==> config.mk <==
export PLATFORM = sky130hd
export DESIGN_NAME = gpio_bank_ctrl
export DESIGN_NICKNAME = d
export VERILOG_FILES = /design/src/rtl/gpio_pkg.sv /design/src/rtl/gpio_sync.sv /design/src/rtl/gpio_addr_dec.sv /design/src/rtl/gpio_bank.sv /design/src/rtl/gpio_bank_ctrl.sv
export SDC_FILE = /design/constraint.sdc
export NUM_CORES = 2
export LEC_CHECK = 0
export ABC_AREA = 0
export CORE_MARGIN = 4
export CORE_UTILIZATION = 30
export DETAILED_ROUTE_END_ITERATION = 12
export PLACE_DENSITY = 0.49
export SETUP_SLACK_MARGIN = 0.4
export SYNTH_ARGS = -nofsm -noshare
export SYNTH_HDL_FRONTEND = slang
export SYNTH_HIERARCHICAL = 1
export SYNTH_SLANG_ARGS = --single-unit
==> constraint.sdc <==
create_clock -name clk -period 8.1 [get_ports clk]
set_input_delay 1.215 -clock clk [delete_from_list [all_inputs] [get_ports clk]]
set_output_delay 1.215 -clock clk [all_outputs]
set_load 0.1 [all_outputs]
==> src/rtl/gpio_pkg.sv <==
`timescale 1ns/1ps
package gpio_pkg;
  localparam int REG_W = 32;

  typedef enum logic [3:0] {
    SEL_NONE, SEL_MLO, SEL_MHI, SEL_DATA, SEL_RO,
    SEL_DIR, SEL_OEN, SEL_MASK, SEL_IEN, SEL_IDIS,
    SEL_STAT, SEL_TYPE, SEL_POL, SEL_ANY
  } reg_sel_e;

  // implemented bits of a bank; bank 1 has only 22 pins
  function automatic logic [REG_W-1:0] impl_mask(input int unsigned b);
    return (b == 1) ? 32'h003F_FFFF : 32'hFFFF_FFFF;
  endfunction
endpackage

==> src/rtl/gpio_sync.sv <==
`timescale 1ns/1ps
module gpio_sync #(
  parameter int W      = 32,
  parameter int STAGES = 2
) (
  input  logic         clk,
  input  logic         rst,
  input  logic [W-1:0] d,
  output logic [W-1:0] q
);
  logic [STAGES-1:0][W-1:0] st;

  always_ff @(posedge clk) begin
    if (rst) st <= '0;
    else begin
      st[0] <= d;
      for (int i = 1; i < STAGES; i++) st[i] <= st[i-1];
    end
  end

  assign q = st[STAGES-1];
endmodule

==> src/rtl/gpio_addr_dec.sv <==
`timescale 1ns/1ps
module gpio_addr_dec
  import gpio_pkg::*;
#(
  parameter int ADDR_W = 10,
  parameter int BI     = 2
) (
  input  logic [ADDR_W-1:0] addr,
  output reg_sel_e          sel,
  output logic [BI-1:0]     bank
);
  always_comb begin
    sel  = SEL_NONE;
    bank = '0;
    if (addr[1:0] == 2'b00 && (addr >> 10) == 0) begin
      if (!addr[9]) begin
        if (addr[8:5] == 4'd0) begin
          sel  = addr[2] ? SEL_MHI : SEL_MLO;
          bank = addr[3 +: BI];
        end else if (addr[8:4] == 5'b00100) begin
          sel  = SEL_DATA;
          bank = addr[2 +: BI];
        end else if (addr[8:4] == 5'b00110) begin
          sel  = SEL_RO;
          bank = addr[2 +: BI];
        end
      end else if (!addr[8]) begin
        bank = addr[6 +: BI];
        case (addr[5:0])
          6'h04:   sel = SEL_DIR;
          6'h08:   sel = SEL_OEN;
          6'h0C:   sel = SEL_MASK;
          6'h10:   sel = SEL_IEN;
          6'h14:   sel = SEL_IDIS;
          6'h18:   sel = SEL_STAT;
          6'h1C:   sel = SEL_TYPE;
          6'h20:   sel = SEL_POL;
          6'h24:   sel = SEL_ANY;
          default: sel = SEL_NONE;
        endcase
      end
    end
  end
endmodule

==> src/rtl/gpio_bank.sv <==
`timescale 1ns/1ps
module gpio_bank
  import gpio_pkg::*;
#(
  parameter int         W    = 32,
  parameter logic [W-1:0] IMPL = '1
) (
  input  logic         clk,
  input  logic         rst,
  input  logic         wr,
  input  reg_sel_e     sel,
  input  logic [W-1:0] wdata,
  input  logic [W-1:0] pins,
  output logic [W-1:0] rdata,
  output logic [W-1:0] out_q,
  output logic [W-1:0] oe_q,
  output logic         pend
);
  localparam int HW = W / 2;

  logic [W-1:0]  data_q, dir_q, oen_q, mask_q, stat_q, type_q, pol_q, any_q, prev_q;
  logic [W-1:0]  s_in, evt, stat_clr, wmask;
  logic [HW-1:0] upd;

  gpio_sync #(.W(W), .STAGES(2)) u_sync (.clk(clk), .rst(rst), .d(pins), .q(s_in));

  // event detection per pin
  always_comb begin
    for (int i = 0; i < W; i++) begin
      if (type_q[i])
        evt[i] = any_q[i] ? (s_in[i] ^ prev_q[i])
               : pol_q[i] ? (s_in[i] & ~prev_q[i]) : (~s_in[i] & prev_q[i]);
      else
        evt[i] = pol_q[i] ? s_in[i] : ~s_in[i];
    end
    evt = evt & IMPL;
  end

  assign upd      = ~wdata[W-1:HW];
  assign wmask    = wdata & IMPL;
  assign stat_clr = (wr && sel == SEL_STAT) ? wmask : '0;

  always_ff @(posedge clk) begin
    if (rst) begin
      data_q <= '0; dir_q <= '0; oen_q <= '0; mask_q <= IMPL;
      stat_q <= '0; type_q <= IMPL; pol_q <= '0; any_q <= '0;
      prev_q <= '0; oe_q <= '0;
    end else begin
      prev_q <= s_in & IMPL;
      oe_q   <= dir_q & oen_q;
      stat_q <= (stat_q & ~stat_clr) | evt;
      if (wr) begin
        case (sel)
          SEL_MLO:  data_q[HW-1:0] <= ((data_q[HW-1:0] & ~upd) | (wdata[HW-1:0] & upd)) & IMPL[HW-1:0];
          SEL_MHI:  data_q[W-1:HW] <= ((data_q[W-1:HW] & ~upd) | (wdata[HW-1:0] & upd)) & IMPL[W-1:HW];
          SEL_DATA: data_q <= wmask;
          SEL_DIR:  dir_q  <= wmask;
          SEL_OEN:  oen_q  <= wmask;
          SEL_IEN:  mask_q <= mask_q & ~wmask;
          SEL_IDIS: mask_q <= mask_q | wmask;
          SEL_TYPE: type_q <= wmask;
          SEL_POL:  pol_q  <= wmask;
          SEL_ANY:  any_q  <= wmask;
          default:  ;
        endcase
      end
    end
  end

  always_comb begin
    case (sel)
      SEL_DATA: rdata = data_q;
      SEL_RO:   rdata = s_in & IMPL;
      SEL_DIR:  rdata = dir_q;
      SEL_OEN:  rdata = oen_q;
      SEL_MASK: rdata = mask_q & IMPL;
      SEL_STAT: rdata = stat_q;
      SEL_TYPE: rdata = type_q;
      SEL_POL:  rdata = pol_q;
      SEL_ANY:  rdata = any_q;
      default:  rdata = '0;
    endcase
  end

  assign out_q = data_q;
  assign pend  = |(stat_q & ~mask_q & IMPL);


  masked_lo_keep_chk: assert property (@(posedge clk) disable iff (rst)
    (wr && sel == SEL_MLO) |=> ((data_q[HW-1:0] & $past(wdata[W-1:HW])) ==
                                ($past(data_q[HW-1:0]) & $past(wdata[W-1:HW]))))
    else $error("masked low write disturbed a masked bit");


  mask_en_chk: assert property (@(posedge clk) disable iff (rst)
    (wr && sel == SEL_IEN) |=> ((mask_q & $past(wmask)) == '0))
    else $error("enable left a pin masked");


  mask_dis_chk: assert property (@(posedge clk) disable iff (rst)
    (wr && sel == SEL_IDIS) |=> ((~mask_q & $past(wmask)) == '0))
    else $error("disable left a pin unmasked");


  stat_clr_chk: assert property (@(posedge clk) disable iff (rst)
    (wr && sel == SEL_STAT) |=> ((stat_q & $past(wmask & ~evt)) == '0))
    else $error("status bit survived a clear with no event");
endmodule

==> src/rtl/gpio_bank_ctrl.sv <==
`timescale 1ns/1ps
module gpio_bank_ctrl
  import gpio_pkg::*;
#(
  parameter int NUM_BANKS = 4,
  parameter int ADDR_W    = 10
) (
  input  logic                         clk,
  input  logic                         rst,
  input  logic [ADDR_W-1:0]            bus_addr,
  input  logic                         bus_wr,
  input  logic [REG_W-1:0]             bus_wdata,
  output logic [REG_W-1:0]             bus_rdata,
  input  logic [NUM_BANKS*REG_W-1:0]   pin_in,
  output logic [NUM_BANKS*REG_W-1:0]   pin_out,
  output logic [NUM_BANKS*REG_W-1:0]   pin_oe,
  output logic                         irq
);
  localparam int BI = (NUM_BANKS > 1) ? $clog2(NUM_BANKS) : 1;

  reg_sel_e              sel;
  logic [BI-1:0]         bank;
  logic [REG_W-1:0]      bank_rd [NUM_BANKS];
  logic [NUM_BANKS-1:0]  pend;
  logic [REG_W-1:0]      rd_mux;

  gpio_addr_dec #(.ADDR_W(ADDR_W), .BI(BI)) u_dec (
    .addr(bus_addr), .sel(sel), .bank(bank)
  );

  for (genvar b = 0; b < NUM_BANKS; b++) begin : g_bank
    gpio_bank #(.W(REG_W), .IMPL(impl_mask(b))) u_bank (
      .clk   (clk),
      .rst   (rst),
      .wr    (bus_wr && bank == BI'(b)),
      .sel   (sel),
      .wdata (bus_wdata),
      .pins  (pin_in[b*REG_W +: REG_W]),
      .rdata (bank_rd[b]),
      .out_q (pin_out[b*REG_W +: REG_W]),
      .oe_q  (pin_oe[b*REG_W +: REG_W]),
      .pend  (pend[b])
    );
  end

  always_comb begin
    rd_mux = '0;
    for (int b = 0; b < NUM_BANKS; b++)
      if (bank == BI'(b)) rd_mux = bank_rd[b];
  end

  always_ff @(posedge clk) begin
    if (rst) begin
      bus_rdata <= '0;
      irq       <= 1'b0;
    end else begin
      bus_rdata <= rd_mux;
      irq       <= |pend;
    end
  end
endmodule

==> results.yml <==
global_route:
  grt_remaining_overflow: 0
  grt_pass1_vias: 55200
  grt_max_degree: 155
  track_usage: 0.245
  grt_pass1_wl_um: 412000
  antenna_found_initial: 33
placement:
  routabilityCongestion: 0.855
  port_buffers: 431
  dp_cells: 10300
  dp_hpwl_um: 185000
critical_path:
  critical_path.top_delay_family: "simple AND/OR/NAND/NOR gates"
  path_max_fanout: 32
  path_cells: "clkdlybuf4s50_1 -> nor4_1 -> o21ai_0 -> a21boi_4 -> buf_4 -> and4bb_1 -> and2_2 -> a211o_1 -> o311ai_1"
  slowest_delay_ns: 1.10
  slowest_stage: "and2_2"
  cp.required_ns: 8.76
  start_kind: "input pin"
  r2r_cells: 6
  endpoint_kind: "register"
  arrival_ns: 6.11
  cp_num_cells: 9
  crit_type: "input pin to register"
  critPathBufInv: 2
clocking:
  clk_pin_slew_ns: 0.06
  clkSinkCount: 1449
  cts_tree: "done"
  holdBufCountCts: 0
  cts-resized-gates: 0
  clk_path_buf_depth: 3
  numCtsBuffers: 171
  postCtsSetupRepairBufs: 0
  clock_latency_ns: 0.84
  cts-root-buf: "clkbuf_16"
  htree_levels: 4
die:
  core_region_area_mm2: 0.221
  fp.dieW_um: 480
  fp.dieH_um: 480
  pin_count: 462
  die_area_mm2: 0.230
  initial_core_util: 0.303
  rows: 172
detailed_routing:
  wl_per_cell_um: 27.7
  drc: 0
  via_count: 57800
  wl_um: 293000
  first_pass_iters: 10
  dr.first_iter.drc_count: 6958
  ant_nets: 0
  via_per_inst: 5.46
sta:
  timing.fmax_ghz: 0.183
  finalSetupViolCount: 0
  finalHoldViolations: 0
  fin_skew_ns: 0.0455
  tns_ns: 0
  max_slew_margin: 0.148
  tightest_slew_ns: 1.27
  fin_crit_sh: 0.673
  slew_violations: 0
  grt_setup_unrepaired: "false"
  min_period_ns: 5.45
finish:
  fin_nets: 7874
  final_common_cell: "nand2_1"
  nFillCells: 22400
  layoutNonFillerInstCount: 10600
  layout-drive-gt1-share: 0.132
  synthToLayoutAreaGrowth_pct: 15.3
  layout_common_cells: "1,539 x nand2_1, 1,449 x dfxtp_1, 507 x a21oi_1"
synth:
  synthesis.area_mm2: 0.0668
  netlist_instances: 7493
  ys_warn_count: 6
  syn_area_per_cell_um2: 8.92
pwr:
  design_power_total_mw: 16.2
  ir_worst_vdd_v: 0.000179
  p_leak_nw: 28.7
  power_density_mw_per_mm2: 210
worst_hold_path:
  hp-class: "register to register"
  whs_path_depth: 1
run_status:
  outcome: "completed"
run:
  cap_violations: 0
[report_power, final]
| part | switching [mW] | internal [mW] | leakage, nW |
|---|---|---|---|
| Sequential | 0.0772 | 7.22 | 11.7 |
| Clock | 3.38 | 4.71 | 2.87 |
| Combinational | 0.568 | 0.233 | 14.0 |
[final cells by class]
type | instances | area, um^2 | share of cell area
multi-input combinational | 4867 | 31700 | 0.412
timing repair buffer | 572 | 5250 | 0.0681
clock inverter | 69 | 970 | 0.0126
clock buffer | 245 | 4850 | 0.0629
antenna | 14 | 35.0 | 0.000455
inverter | 404 | 1520 | 0.0197
sequential | 1449 | 29000 | 0.377
tap | 2958 | 3700 | 0.0480
[through the flow]
step / hold slack [ns] / setup slack, ns / instance area [um^2] / util
after CTS: 0.432 / 2.84 / 77000 / 0.349
after global placement: 0.422 / 1.98 / 71200 / 0.323
after detailed placement: 0.422 / 1.94 / 71200 / 0.323
after floorplan: 0.414 / 4.05 / 66900 / -
final: 0.424 / 2.65 / 77000 / 0.349
after global routing: 0.439 / 2.60 / 77000 / 0.349
[path summary, 6_finish.rpt]
path	start	endpoint	slack, ns
max	bus_addr[5]	g_bank[0].u_bank/stat_q[25]	2.65
min	g_bank[2].u_bank/u_sync/st[12]	g_bank[2].u_bank/u_sync/q[12]	0.42
max reg2reg	g_bank[0].u_bank/stat_q[6]	irq	5.39
min reg2reg	g_bank[2].u_bank/u_sync/st[12]	g_bank[2].u_bank/u_sync/q[12]	0.42
[layer usage]
metal	routed length (um)	share of wire	vias to the layer above	global-route usage
met5	57	0.00019	-	0
met4	19400	0.066	8	0.148
met3	25900	0.088	649	0.0541
met2	127000	0.43	2857	0.371
met1	121000	0.41	28400	0.317
li1	-	-	25900	-
No activity file was read; power rests on OpenSTA's default activity.
